## src/rtl/rr_pkg.sv

```systemverilog
package rr_pkg;

  typedef enum logic [1:0] {
    ST_IDLE    = 2'd0,
    ST_GROUP   = 2'd1,
    ST_RESULT  = 2'd2,
    ST_CONFIRM = 2'd3
  } roundState_e;

  typedef struct packed {
    logic timerClr;
    logic timerRun;
    logic cmpEn;
    logic scoreClr;
    logic scoreInc;
  } ctrlStrobes_t;

endpackage

```

## src/rtl/rr_datapath.sv

```systemverilog
module rr_datapath
  import rr_pkg::*;
#(
  parameter int BTN_W       = 3,
  parameter int SCORE_W     = 8,
  parameter int TIMER_W     = 3,
  parameter int ROUND_BEATS = 4,
  parameter int SYNC_DEPTH  = 2
) (
  input  logic               clk,
  input  logic               rst_n,
  input  ctrlStrobes_t       strobes,
  input  logic               beatTick,
  input  logic [BTN_W-1:0]   buttons,
  input  logic [BTN_W-1:0]   target,
  output logic               hit,
  output logic               miss,
  output logic               timeOver,
  output logic [SCORE_W-1:0] score
);

  localparam logic [TIMER_W-1:0] BEAT_LIMIT = TIMER_W'(ROUND_BEATS);
  localparam logic [SCORE_W-1:0] SCORE_MAX  = {SCORE_W{1'b1}};

  logic [BTN_W-1:0] syncQ [SYNC_DEPTH];
  logic [BTN_W-1:0] btnPrev;
  logic [BTN_W-1:0] btnNow;
  logic             pressEvt;
  logic [TIMER_W-1:0] beatCnt;

  // synchroniser chain for the asynchronous button bus
  genvar gi;
  generate
    for (gi = 0; gi < SYNC_DEPTH; gi++) begin : g_sync
      always_ff @(posedge clk or negedge rst_n) begin
        if (!rst_n) begin
          syncQ[gi] <= '0;
        end else if (gi == 0) begin
          syncQ[gi] <= buttons;
        end else begin
          syncQ[gi] <= syncQ[(gi == 0) ? 0 : gi-1];
        end
      end
    end
  endgenerate

  assign btnNow = syncQ[SYNC_DEPTH-1];

  always_ff @(posedge clk or negedge rst_n) begin
    if (!rst_n) btnPrev <= '0;
    else        btnPrev <= btnNow;
  end

  assign pressEvt = |(btnNow & ~btnPrev);
  assign hit      = strobes.cmpEn && pressEvt && (btnNow == target);
  assign miss     = strobes.cmpEn && pressEvt && (btnNow != target);

  // round window timer
  always_ff @(posedge clk or negedge rst_n) begin
    if (!rst_n) begin
      beatCnt <= '0;
    end else if (strobes.timerClr) begin
      beatCnt <= '0;
    end else if (strobes.timerRun && beatTick && !timeOver) begin
      beatCnt <= beatCnt + TIMER_W'(1);
    end
  end

  assign timeOver = (beatCnt >= BEAT_LIMIT);

  // score register, saturating
  always_ff @(posedge clk or negedge rst_n) begin
    if (!rst_n) begin
      score <= '0;
    end else if (strobes.scoreClr) begin
      score <= '0;
    end else if (strobes.scoreInc && score != SCORE_MAX) begin
      score <= score + SCORE_W'(1);
    end
  end

endmodule

```

## src/rtl/rr_control.sv

```systemverilog
module rr_control
  import rr_pkg::*;
(
  input  logic         clk,
  input  logic         rst_n,
  input  logic         startIn,
  input  logic         groupTick,
  input  logic         hit,
  input  logic         miss,
  input  logic         timeOver,
  output ctrlStrobes_t strobes,
  output logic         enable,
  output logic         nextTarget,
  output logic         gameActive
);

  roundState_e stateQ, stateD;

  always_ff @(posedge clk or negedge rst_n) begin
    if (!rst_n) stateQ <= ST_IDLE;
    else        stateQ <= stateD;
  end

  always_comb begin
    stateD = stateQ;
    unique case (stateQ)
      ST_IDLE:    if (startIn) stateD = ST_GROUP;
      ST_GROUP:   if (groupTick) stateD = ST_RESULT;
      ST_RESULT: begin
        if (miss)          stateD = ST_IDLE;
        else if (hit)      stateD = ST_CONFIRM;
        else if (timeOver) stateD = ST_IDLE;
      end
      ST_CONFIRM: stateD = timeOver ? ST_IDLE : ST_RESULT;
      default:    stateD = ST_IDLE;
    endcase
  end

  logic confirmOk;
  assign confirmOk = (stateQ == ST_CONFIRM) && !timeOver;

  always_comb begin
    strobes.timerClr = (stateQ == ST_IDLE) || (stateQ == ST_GROUP) || confirmOk;
    strobes.timerRun = (stateQ == ST_RESULT) || (stateQ == ST_CONFIRM);
    strobes.cmpEn    = (stateQ == ST_RESULT);
    strobes.scoreClr = (stateQ == ST_IDLE);
    strobes.scoreInc = confirmOk;
  end

  assign enable     = (stateQ != ST_IDLE);
  assign gameActive = (stateQ == ST_RESULT) || (stateQ == ST_CONFIRM);
  assign nextTarget = confirmOk;

endmodule

```

## src/rtl/reaction_round_ctrl.sv

```systemverilog
module reaction_round_ctrl
  import rr_pkg::*;
#(
  parameter int BTN_W       = 3,
  parameter int SCORE_W     = 8,
  parameter int TIMER_W     = 3,
  parameter int ROUND_BEATS = 4,
  parameter int SYNC_DEPTH  = 2
) (
  input  logic               clk,
  input  logic               rst_n,
  input  logic               startIn,
  input  logic               beatTick,
  input  logic               groupTick,
  input  logic [BTN_W-1:0]   buttons,
  input  logic [BTN_W-1:0]   target,
  output logic               enable,
  output logic               nextTarget,
  output logic [SCORE_W-1:0] score,
  output logic               gameActive
);

  ctrlStrobes_t strobes;
  logic hit, miss, timeOver;

  rr_control u_ctrl (
    .clk        (clk),
    .rst_n      (rst_n),
    .startIn    (startIn),
    .groupTick  (groupTick),
    .hit        (hit),
    .miss       (miss),
    .timeOver   (timeOver),
    .strobes    (strobes),
    .enable     (enable),
    .nextTarget (nextTarget),
    .gameActive (gameActive)
  );

  rr_datapath #(
    .BTN_W       (BTN_W),
    .SCORE_W     (SCORE_W),
    .TIMER_W     (TIMER_W),
    .ROUND_BEATS (ROUND_BEATS),
    .SYNC_DEPTH  (SYNC_DEPTH)
  ) u_dp (
    .clk      (clk),
    .rst_n    (rst_n),
    .strobes  (strobes),
    .beatTick (beatTick),
    .buttons  (buttons),
    .target   (target),
    .hit      (hit),
    .miss     (miss),
    .timeOver (timeOver),
    .score    (score)
  );

endmodule

```

## config.mk

```make
export PLATFORM = sky130hd
export DESIGN_NAME = reaction_round_ctrl
export DESIGN_NICKNAME = d
export VERILOG_FILES = /design/src/rtl/rr_pkg.sv /design/src/rtl/rr_datapath.sv /design/src/rtl/rr_control.sv /design/src/rtl/reaction_round_ctrl.sv
export SDC_FILE = /design/constraint.sdc
export NUM_CORES = 1
export LEC_CHECK = 0
export BUFFER_PORTS_ARGS = -buffer_cell sky130_fd_sc_hd__buf_4
export CORE_MARGIN = 3
export CORE_UTILIZATION = 56
export CTS_CLUSTER_SIZE = 12
export DETAILED_ROUTE_END_ITERATION = 7
export PLACE_DENSITY_LB_ADDON = 0.25
export SYNTH_ARGS = -nofsm -noshare
export SYNTH_HDL_FRONTEND = slang
export SYNTH_SLANG_ARGS = --single-unit
```

## constraint.sdc

```tcl
create_clock -name clk -period 3.7 [get_ports clk]
set_input_delay 0.185 -clock clk [delete_from_list [all_inputs] [get_ports clk]]
set_output_delay 0.185 -clock clk [all_outputs]
set_load 0.02 [all_outputs]
```

==> reports/summary.md, run 1 <==
The share of total power dissipated in the clock network is 28.2%. In this run the most critical hold path is launched from startIn. For the number of hold violations in the final report, the log shows 0.

Gate family responsible for the most delay along the worst path: flip-flops. The worst setup path is launched from a flop. Walking the worst path, the cells encountered are nor2_1 > inv_1 > buf_4.

The global-route usage over all layers was 17.4%. STA puts the critical path data arrival time at 1620 ps. Static timing analysis puts the maximum clock frequency at 0.554 GHz.

Cells with a size suffix above 1 make up 26.3% of the layout. Post-route DRC violation count: 0. The number of buffers and inverters on the critical path was 2. Setup repair after global routing left no endpoint under its margin.

The worst register-to-register path begins at u_dp.score[0]. The run gives 46.4% as the portion of total power attributed to sequential cells. The post-synthesis sequential element count came out at 22. Summing the sequential cell areas from Yosys gives 53.7% of the chip area.

The logs give 26 for the number of DRC markers after the initial detailed-route iteration and 3.88 ps for the worst-case clock skew. For the pin with the worst max-slew slack, the measured transition is 520 ps. CTS placed an instance of clkbuf_4 at the clock tree root.

The logs give 14 for the number of rows in the core area and 3300 um for the global-route wire length before repair. The smallest clock period supported by the final layout is computed as 1800 ps. The logs give 300 ps for the worst-skew pair later-pin latency and 3510 ps for the required time reported for the critical path endpoint. The initial cell density of the core came out at 63.7%. In this run the remaining antenna-violating nets after routing total 0.

For flop-to-flop paths, the worst setup slack is 2120 ps. The tool flagged a number of max-cap violations equal to 0. The most critical setup path has its startpoint at u_ctrl.stateQ[1]. In this run the static leakage power is 0.000633 uW. The synthesized design contains 0 enable-type register cells.

The core area is 0.00161 mm2, and the total power density per cell area is 500 mW/mm2. Buffers placed on the I/O ports in this run total 21. The logs give 3 for the number of buffers created by CTS and 444 uW for the internal power contribution. In this run the tightest slew margin relative to its limit is 65.2%.

The biggest cell delay along the critical path came out at 510 ps. Counting every net in the synthesized netlist gives 106. After detailed placement, the total cell area comes to 0.00119 mm2.

The weighted congestion at the end of routability-driven global placement came out at 0.884. The full die area is 0.00238 mm2. The longest clock path from root to sink contains 2 buffers. Register clock-pin slew on the reported worst setup and hold paths: 120 ps. Dividing the synthesized area by the synthesized cell count gives 11.2 um2. The run gives 1 as the deepest level of the CTS H-tree.

The count of final setup violators is 0, and the die span in x is 48.8 um. The start-to-end type of the worst setup path is reg -> out. The combinational power share is 25.4%, and the number of diodes is 0. The routed wire length per instance is 13.4 um, and the post-synthesis to final-layout area growth is 24.8%. The total standard cell area after synthesis is 0.00103 mm2, and the worst ir drop on vdd is 333 uV. The flow ran to the end, and the final reports show no timing, DRC or antenna violations.

Before antenna repair, the detailed router went through 4 iterations. The slowest stage of the critical path belongs to the cell dfrtp_1. The number of global-route vias before repair was 784; the post-synthesis instance total was 92. For the overall routed net length, the log shows 1900 um.

The die is 48.8 um tall. In this run the worst path has a maximum fanout of 11. The tools report the number of pins exceeding their max-slew limit in the final report as 0. After the last flow step, the layout net total stands at 133. The worst path uses 48.8% of the clock period. For this run the aggregate overflow at the end of global routing stands at 0. Entering global routing, the biggest net connects 23 pins. The run gives 0 as the initial antenna violation count. The worst setup path is captured at a primary output. The worst hold path belongs to the class in -> reg. For the total clock sinks, the log shows 22. The top-level I/O count is 22. The net load switching power was 195 uW; the vias after detailed routing was 782. Synthesis instantiated 34 different standard cells from the library.

The final total negative setup slack was 0 ps. With fillers left out, the area of the finished cells amounts to 0.00128 mm2. The total of warnings raised by yosys was 0; the fraction of power spent switching nets was 30.5%. Dividing the detail-routed via count by the number of cells gives 5.51.

The most used flip-flop cell after synthesis was dfrtp_1. The count of instances resized after the clock tree is built is 0, and the async set-or-reset flop fraction in the synthesized netlist is 100%. TritonCTS built the clock tree.

The HPWL after detailed placement is 1360 um.
[path summary, 6_finish.rpt]
kind	cells past startpoint	end
setup / recovery	3	enable
hold / removal	3	u_ctrl.stateQ[0]
setup reg to reg	5	u_dp.score[1]
hold reg to reg	0	u_dp.btnNow[0]
max in group asynchronous	2	u_dp.score[6]
min in group asynchronous	2	u_dp.beatCnt[2]
[power groups by stage]
stage / registers (uW) / clock network, uW / logic [uW]
finish: 297 / 180 / 163
global route: 302 / 194 / 180
CTS: 297 / 185 / 164
detailed placement: 303 / 0 / 159
global placement: 299 / 0 / 158
floorplan: 283 / 0 / 140
[flip-flops by register name, indices dropped and copies added (netlist names)]
signal         flops
u_ctrl.stateQ      2
u_dp.syncQ         3
u_dp.score         8
u_dp.btnPrev       3
u_dp.btnNow        3
u_dp.beatCnt       3
[kinds of logic after synthesis]
| kind of cell | share of synthesized area, % |
|---|---|
| simple gates | 16.6 |
| flops | 53.7 |
| compound gates | 12.0 |
| buf+inv | 5.85 |
| mux | 4.88 |
| xor+xnor | 3.42 |
| fa+ha+maj | 3.66 |
[placed cells by master (no fill, tap or decap), types with 2 or more instances in the layout]
cell type,n
dlygate4sd3_1,4
inv_1,9
mux2i_1,5
nor2b_1,2
ha_1,3
nor2_1,7
nand4_1,3
o21ai_0,3
dfrtp_1,22
clkbuf_4,3
nand2_1,5
xnor2_1,3
nand3_1,2
nor3_1,2
buf_4,21
a21oi_1,3
a311oi_1,2
[tightest hold or removal path: cells and delay by family]
kind | cells | cell delay, ps
muxes | 1 | 50
AOI/OAI and AO/OA | 1 | 130
buffers and inverters | 1 | 80
[cell type report]
type | count | area, um2
Sequential cell | 22 | 551
Tap cell | 24 | 30.0
Inverter | 9 | 33.8
Fill cell | 110 | 332
Clock buffer | 3 | 22.5
Timing Repair Buffer | 25 | 198
Clock inverter | 1 | 30.0
Multi-Input combinational cell | 58 | 415
[synthesized netlist by cell type (3+ instances only)]
cell type   n  area (um2)
xnor2_1     3        26.3
o21ai_0     3        15.0
a21oi_1     3        15.0
mux2i_1     5        50.1
nor2_1      7        26.3
dfrtp_1    22         551
inv_1       9        33.8
nand4_1     3        18.8
nand2_1     5        18.8
ha_1        3        37.5
[timing repair]
item,in CTS,in global routing
setup buffers,0,0
hold buffers,4,0
endpoints found under the hold margin,25,0
[through the flow]
step / hold slack (ps) / setup WS (ps) / cells / power, uW / utilization, %
final: 188 / 1900 / 142 / 639 / 79.4
after detailed placement: 84.1 / 2150 / 134 / 462 / 73.7
after CTS: 175 / 1870 / 142 / 646 / 79.4
after global routing: 200 / 1760 / 142 / 675 / 79.4
after global placement: 77.9 / 2240 / 134 / 457 / 73.7
after floorplan: -111 / 2170 / 92 / 423 / -
[metal layers]
layer	wire length (um)	global-route usage, %	share of wire (%)	up-vias
met3	116	4.59	6.1	2
met2	984	31.2	52	22
met1	791	21.1	42	379
met5	0	0	0	-
li1	-	-	-	379
met4	8	2.84	0.42	0
Power figures use the tool's default switching activity.
==> run 2, diff against run 1 <==
- CORE_UTILIZATION: 56 -> 52
- clock period: 3.7 -> 1.8 ns (I/O delays scaled with it)
==> run 2 against run 1 <==
Design area grew 1.3%. Clock power is 100% higher. Sequential share of layout area fell by 0.54 points. Combinational power grew 140%. Clock skew up 3.2 ps. Final cell count up 2.1%. Die area rose by 6.7%. Core utilization down 7.5 points. Critical path depth increased by 1. Register-to-register slack lost 1900 ps. Critical path type is now reg -> reg. Highest routed layer unchanged.
==> reports/summary.md, run 2 (synthesis gave the netlist of run 1 again) <==
The shortest clock period the worst path allows after layout is 1540 ps, and the arrival time reported for the critical path endpoint is 1770 ps (+150 ps). The worst slack at placement was 290 ps (-1860 ps); the number of vias per cell after detailed routing was 5.23 (-4.9%). The post-synthesis to final-layout area growth was 26.3%; the worst slew margin relative to its limit was 76.1% (+11 points). The initial antenna violation count is 0 (unchanged).

The initial cell density of the core was 56.9% (-6.7 points); the iteration count of the initial detailed-routing pass was 6 (+2). Worst ir drop on vdd: 613 uV (+84%). Total power density per cell area: 1040 mW/mm2 (+110%).

The logs give 0.000643 uW (+1.6%) for the leakage power total and 0 (unchanged) for the number of setup buffers added after CTS. The worst hold margin came out at 90.7 ps (-97.4 ps). The global-route wire length before repair came out at 3100 um (-6.1%).

Routed wire length per instance: 12.8 um (-4.6%). The most critical setup path has its startpoint at u_ctrl.stateQ[1]. Most common cell after layout, fill and taps aside: buf_4.

For the overall routed net length, the log shows 1850 um (-2.6%). The worst path uses 85.8% of the clock period. The tightest min-delay check is of the in -> reg type. The cell depth of the worst flop-to-flop path works out to 4 (-1).

The weighted congestion at the end of routability-driven global placement was 0.874 (-1.1%); the number of buffers created by CTS was 3 (unchanged). The worst hold path terminates at u_ctrl.stateQ[0]. The largest buffer count on any clock path is 2 (unchanged). Endpoint class of the critical path: a flop.

The final total negative setup slack came out at 0 ps (unchanged). The number of diodes came out at 0 (unchanged). The number of pins exceeding their max-slew limit in the final report was 0 (unchanged); the number of global-route vias before repair was 721 (-8.0%). The cell sitting at the root of the clock tree is a clkbuf_4.

The register clock-pin slew on the reported worst setup and hold paths is 120 ps (about the same), and the transition time of the tightest slew-check pin is 358 ps (-161 ps). The logs give 0.00254 mm2 (+6.7%) for the full die area and 0 (unchanged) for the count of instances resized after the clock tree is built. The top-level I/O count is 22 (unchanged).

For the clock network power share, the log shows 27.3% (-0.9 points). In this run the critical register-to-register path is captured at u_dp.score[3]. The tools report the deepest level of the CTS H-tree as 1 (unchanged). The logs give 0 (unchanged) for the number of hold violations in the final report and 0 (unchanged) for the count of nets left with antenna violations after detail routing.

The fraction of power spent switching nets was 29.9% (-0.58 points); the core area was 0.00180 mm2 (+12%). Number of rows in the core area: 15 (+1). The number of flip-flops in the largest register was 8 (unchanged); the worst-case register-to-register setup slack was 260 ps (-1860 ps). The largest fanout on the critical path is 11 (unchanged). The worst setup path is launched from a flop. The worst-skew pair later-pin latency is 300 ps (about the same), and the count of final setup violators is 0 (unchanged).

The tools report the final net count as 135 (+1.5%). The global-route usage over all layers was 16.4% (-1.0 points). The number of DRC markers after the initial detailed-route iteration is 15 (-42%), and the hold-critical path depth is 3 (unchanged). Startpoint of the lowest-slack register-to-register path: u_ctrl.stateQ[1]. Derived from the worst setup path, the maximum achievable clock frequency is 0.648 GHz. Total clock sinks: 22 (unchanged). Ranked by flip-flop count, first place goes to u_dp.score. The tools report the half-perimeter wire length of the detailed placement result as 1390 um (+2.2%).

The worst-case clock skew came out at 7.10 ps (+3.22 ps). In the layout the commonest cells are 23 x buf_4, 22 x dfrtp_1, 9 x inv_1. The run gives 44.0% (-2.4 points) as the portion of total power attributed to sequential cells. Setup repair after global routing left no endpoint under its margin.

The overall die height was 50.4 um (+3.3%); the combinational power share was 28.7% (+3.3 points). The logs give 0 (unchanged) for the post-route DRC violation count and 0 (unchanged) for the remaining global-route overflow. The flow ran to the end, and the final reports show no timing, DRC or antenna violations. In this run the most critical hold path is launched from startIn. The logs give 256 ps (-1640 ps) for the final setup slack of the worst path and 0 (unchanged) for the number of maximum-capacitance constraint violations. The largest net degree at the start of global routing is 23 (unchanged), and the port buffer count is 21 (unchanged).

Internal power contribution: 943 uW (+110%). The run gives 2020 ps (-1490 ps) as the required time reported for the critical path endpoint. Die span in x: 50.4 um (+3.3%). The share of post-route cells with drive strength above 1 came out at 27.5% (+1.2 points).

The tools report the vias after detailed routing as 759 (-2.9%). TritonCTS built the clock tree. The setup path with the least slack is of type reg -> reg. The run gives 403 uW (+110%) as the net load switching power.
==> run 2: changes by cell type in the layout (fill, tap and decap cells not counted) <==
cell	before	now
buf_4	21	23
==> run 2: worst max-delay path, stage by stage, from the launching register on <==
cell and delay, ps:
dfrtp_1 560, nand3b_4 140, or2_4 280, or3_1 340, a21oi_1 150
==> run 2: per-layer routing <==
metal | routed length (um) | global-route usage, % | vias up
met2 | 889 | 27.0 | 18
met4 | 36 | 9.87 | 0
met5 | 0 | 0 | -
li1 | - | - | 380
met1 | 839 | 20.4 | 357
met3 | 84 | 2.08 | 4
==> run 2: power groups by stage <==
stage	Clock (uW)	Combinational, uW	Sequential [uW]
final	367	386	593
after global routing	405	425	604
after CTS	383	390	595
after detailed placement	0	381	605
after global placement	0	379	600
after floorplan	0	288	582
==> run 2: layout make-up <==
cell class                      instances  area [um2]
Timing Repair Buffer                   27         213
Fill cell                             150         505
Multi-Input combinational cell         58         415
Sequential cell                        22         551
Tap cell                               25        31.3
Clock buffer                            3        22.5
Inverter                                9        33.8
Clock inverter                          1        30.0
==> run 2: timing repair <==
action | 4_1_cts | 5_1_grt
endpoints found under the setup margin | 0 | 0
hold endpoints to repair | 25 | 0
hold buffers | 4 | 0
==> run 2: worst max path at each step <==
stage | slack [ps] | to | cells after the start
floorplan | 270 | u_dp.score[1] | 5
global placement | 360 | u_dp.score[3] | 4
detailed placement | 290 | u_dp.score[3] | 4
CTS | 250 | u_dp.score[3] | 4
global route | 160 | u_dp.score[3] | 4
finish | 260 | u_dp.score[3] | 4
==> run 2: per-stage QoR <==
step	std cells	power, uW	util, %	instance area [um2]
2_1_floorplan	92	870	-	1030
3_3_place_gp	137	979	66.8	1200
3_5_place_dp	137	986	66.8	1200
4_1_cts	145	1370	71.9	1300
5_1_grt	145	1430	71.9	1300
6_report	145	1350	71.9	1300
==> run 3, diff against run 2 <==
- CELL_PAD_IN_SITES_DETAIL_PLACEMENT: unset -> 1
- CELL_PAD_IN_SITES_GLOBAL_PLACEMENT: unset -> 1
- CORE_UTILIZATION: 52 -> 40
- SKIP_LAST_GASP: unset -> 1
==> run 3 against run 2 <==
Register-to-register slack improved by 30 ps. Clock skew rose by 3.7 ps. Core utilization fell by 16 points. Count of clock-buffer cells in the layout did not move. Sequential cell count did not move. Critical path depth rose by 1. First-iteration DRC count fell by 33%. Critical path type unchanged. Largest power group unchanged.
==> reports/summary.md, run 3 (synthesis gave the netlist of run 1 again) <==
The flow ran to the end, and the final reports show no timing, DRC or antenna violations. The routed wire length per instance is 15.1 um (+19%). The critical path goes through ha_1 > nand3_1 > o21ai_0 > mux2i_1 > nor2_1. The run gives 551 um2 (unchanged) as the combined flip-flop and latch cell area. The final net count was 136 (+0.74%); the overall routed net length was 2260 um (+22%). The worst-case register-to-register setup slack was 280 ps (+30 ps); the period utilization was 84.4% (-1.4 points). For the half-perimeter wire length of the detailed placement result, the log shows 1670 um (+20%). For the weighted congestion at the end of routability-driven global placement, the log shows 0.796 (-8.9%).

The cell total after placement was 141 (+2.9%); the share of post-route cells with drive strength above 1 was 28.1% (+0.60 points). Transition time of the tightest slew-check pin: 350 ps (-7.97 ps). The number of DRC markers after the initial detailed-route iteration is 10 (-5).

Deepest level of the CTS H-tree: 1 (unchanged). For the number of hold violations in the final report, the log shows 0 (unchanged). The worst slew margin relative to its limit was 76.4% (+0.28 points). The tools report the count of final setup violators as 0 (unchanged). The register clock-pin slew on the reported worst setup and hold paths is 130 ps (about the same). Setup repair after global routing left no endpoint under its margin. The port buffer count came out at 21 (unchanged).

Startpoint of the lowest-slack register-to-register path: u_dp.score[0]. The cell depth of the worst flop-to-flop path works out to 5 (+1). The number of buffers and inverters on the critical path is 0 (unchanged). The count of instances resized after the clock tree is built was 0 (unchanged). The number of fillers in the final layout was 254 (+69%); the largest net degree at the start of global routing was 23 (unchanged). The overall die height was 56.6 um (+12%); the final total negative setup slack was 0 ps (unchanged). The worst setup path is captured at a flop.

The number of pins exceeding their max-slew limit in the final report was 0 (unchanged). For the top-level I/O count, the log shows 22 (unchanged). The remaining global-route overflow was 0 (unchanged).

The arrival time reported for the critical path endpoint is 1740 ps (-30 ps). Leaving out fill and tap cells, the most frequent cells in the layout are 24 x buf_4, 22 x dfrtp_1, 9 x inv_1. The global-route wire length before repair was 3970 um (+28%).

The worst hold path terminates at u_ctrl.stateQ[0]. Tracing the worst setup path back leads to its startpoint at u_dp.score[0]. Among cell families on the critical path, the largest total delay comes from flip-flops. The tools report the initial antenna violation count as 0 (unchanged). The run gives 310 ps (about the same) as the worst-skew pair later-pin latency. The tools report the worst-case clock skew as 10.8 ps (+3.72 ps).

Worst hold-check path type: in -> reg. The worst ir drop on vdd came out at 725 uV (+18%). The initial cell density of the core was 44.3% (-13 points).

The logs give 16.3% (-0.033 points) for the global-route usage over all layers and 82.7 ps (-7.94 ps) for the worst hold margin. The leakage power total is 0.000648 uW (+0.80%). Post-synthesis to final-layout area growth: 27.4%. CTS placed an instance of clkbuf_4 at the clock tree root.

The count of non-filler cells in the finished layout is 149 (+2.8%). Leaving out fill and tap cells, the most frequent cell in the layout is buf_4. The count of nets left with antenna violations after detail routing was 0 (unchanged); the largest fanout on the critical path was 6 (-5). The hold-critical path depth was 3 (unchanged); the peak clock frequency supported by timing was 0.658 GHz (+1.7%). Number of global-route vias before repair: 831 (+15%).

Ranked by flip-flop count, first place goes to u_dp.score. The end-of-flow core utilization was 56.4% (-16 points); the required time reported for the critical path endpoint was 2030 ps (about the same). The tools report the vias after detailed routing as 787 (+3.7%). The area occupied by multi-input gates was 415 um2 (unchanged). The die span in x came out at 56.6 um (+12%). Iteration count of the initial detailed-routing pass: 4 (-2).

The endpoint of the worst-slack reg-to-reg timing path was u_dp.score[1]. For the largest buffer count on any clock path, the log shows 2 (unchanged). For the number of maximum-capacitance constraint violations, the log shows 0 (unchanged). The biggest cell delay along the critical path was 430 ps (-130 ps).

The number of buffers created by CTS was 3 (unchanged). The run gives 17 (+2) as the number of rows in the core area. Slowest library cell on the worst path: dfrtp_1. The start-to-end type of the worst setup path is reg -> reg. The worst setup path is launched from a flop. The number of vias per cell after detailed routing is 5.28 (+0.91%), and the full die area is 0.00321 mm2 (+26%).

In this run the most critical hold path is launched from startIn. The total power draw is 1390 uW (+3.1%), and the number of flip-flops in the largest register is 8 (unchanged). TritonCTS built the clock tree. The core area is 0.00232 mm2 (+29%).

The total clock sinks was 22 (unchanged). The number of diodes was 0 (unchanged). The post-route DRC violation count was 0 (unchanged); the total power density per cell area was 1060 mW/mm2 (+2.2%). The shortest clock period the worst path allows after layout is 1520 ps (-25.2 ps).
## run 3: cell count changes in the layout (fill, tap and decap cells not counted), sizes merged
cell	before	now
buf	23	24
## run 3: layout make-up
cell class / instances / share of cell area [%]
Sequential cell: 22 / 42.1
Multi-Input combinational cell: 58 / 31.8
Timing Repair Buffer: 28 / 16.8
Tap cell: 28 / 2.68
Inverter: 9 / 2.58
Clock inverter: 1 / 2.30
Clock buffer: 3 / 1.72
## run 3: worst reg2reg max path, delay by kind of cell (launching register included)
kind | cells | cell delay (ps)
AO/OA/AOI/OAI | 1 | 330
flip-flops | 1 | 430
multiplexers | 1 | 230
AND/OR/NAND/NOR | 2 | 170
adder cells (fa/ha/maj) | 1 | 280
## run 3: metrics by stage
step	area, um2	setup slack (ps)
6_report	1310	281
5_1_grt	1310	105
4_1_cts	1310	273
3_5_place_dp	1210	300
3_3_place_gp	1210	370
2_1_floorplan	1030	267
## run 3: how the worst max path moves through the flow
stage | endpoint | slack [ps] | cells after the start
floorplan | u_dp.score[1] | 270 | 5
global placement | u_dp.score[1] | 370 | 5
detailed placement | u_dp.score[1] | 300 | 5
CTS | u_dp.score[1] | 270 | 5
global route | u_dp.score[1] | 110 | 5
finish | u_dp.score[1] | 280 | 5
## run 3: report_power, final
part	leakage, uW	total, uW	switching [uW]	internal, uW
combinational	0.000337	428	235	193
clock	0.0000279	383	158	225
sequential	0.000283	576	39.0	537
## run 3: layer usage
metal,up-vias,global-route usage [%],share of wire [%]
li1,382,-,-
met1,387,21.1,43
met2,14,26.4,52
met3,4,3.22,3.8
met4,0,7.12,1.3
met5,-,0,0
## run 3: what timing repair did
action	in CTS	in global routing
hold buffers	4	0
hold endpoints to repair	25	0
setup buffers	0	0
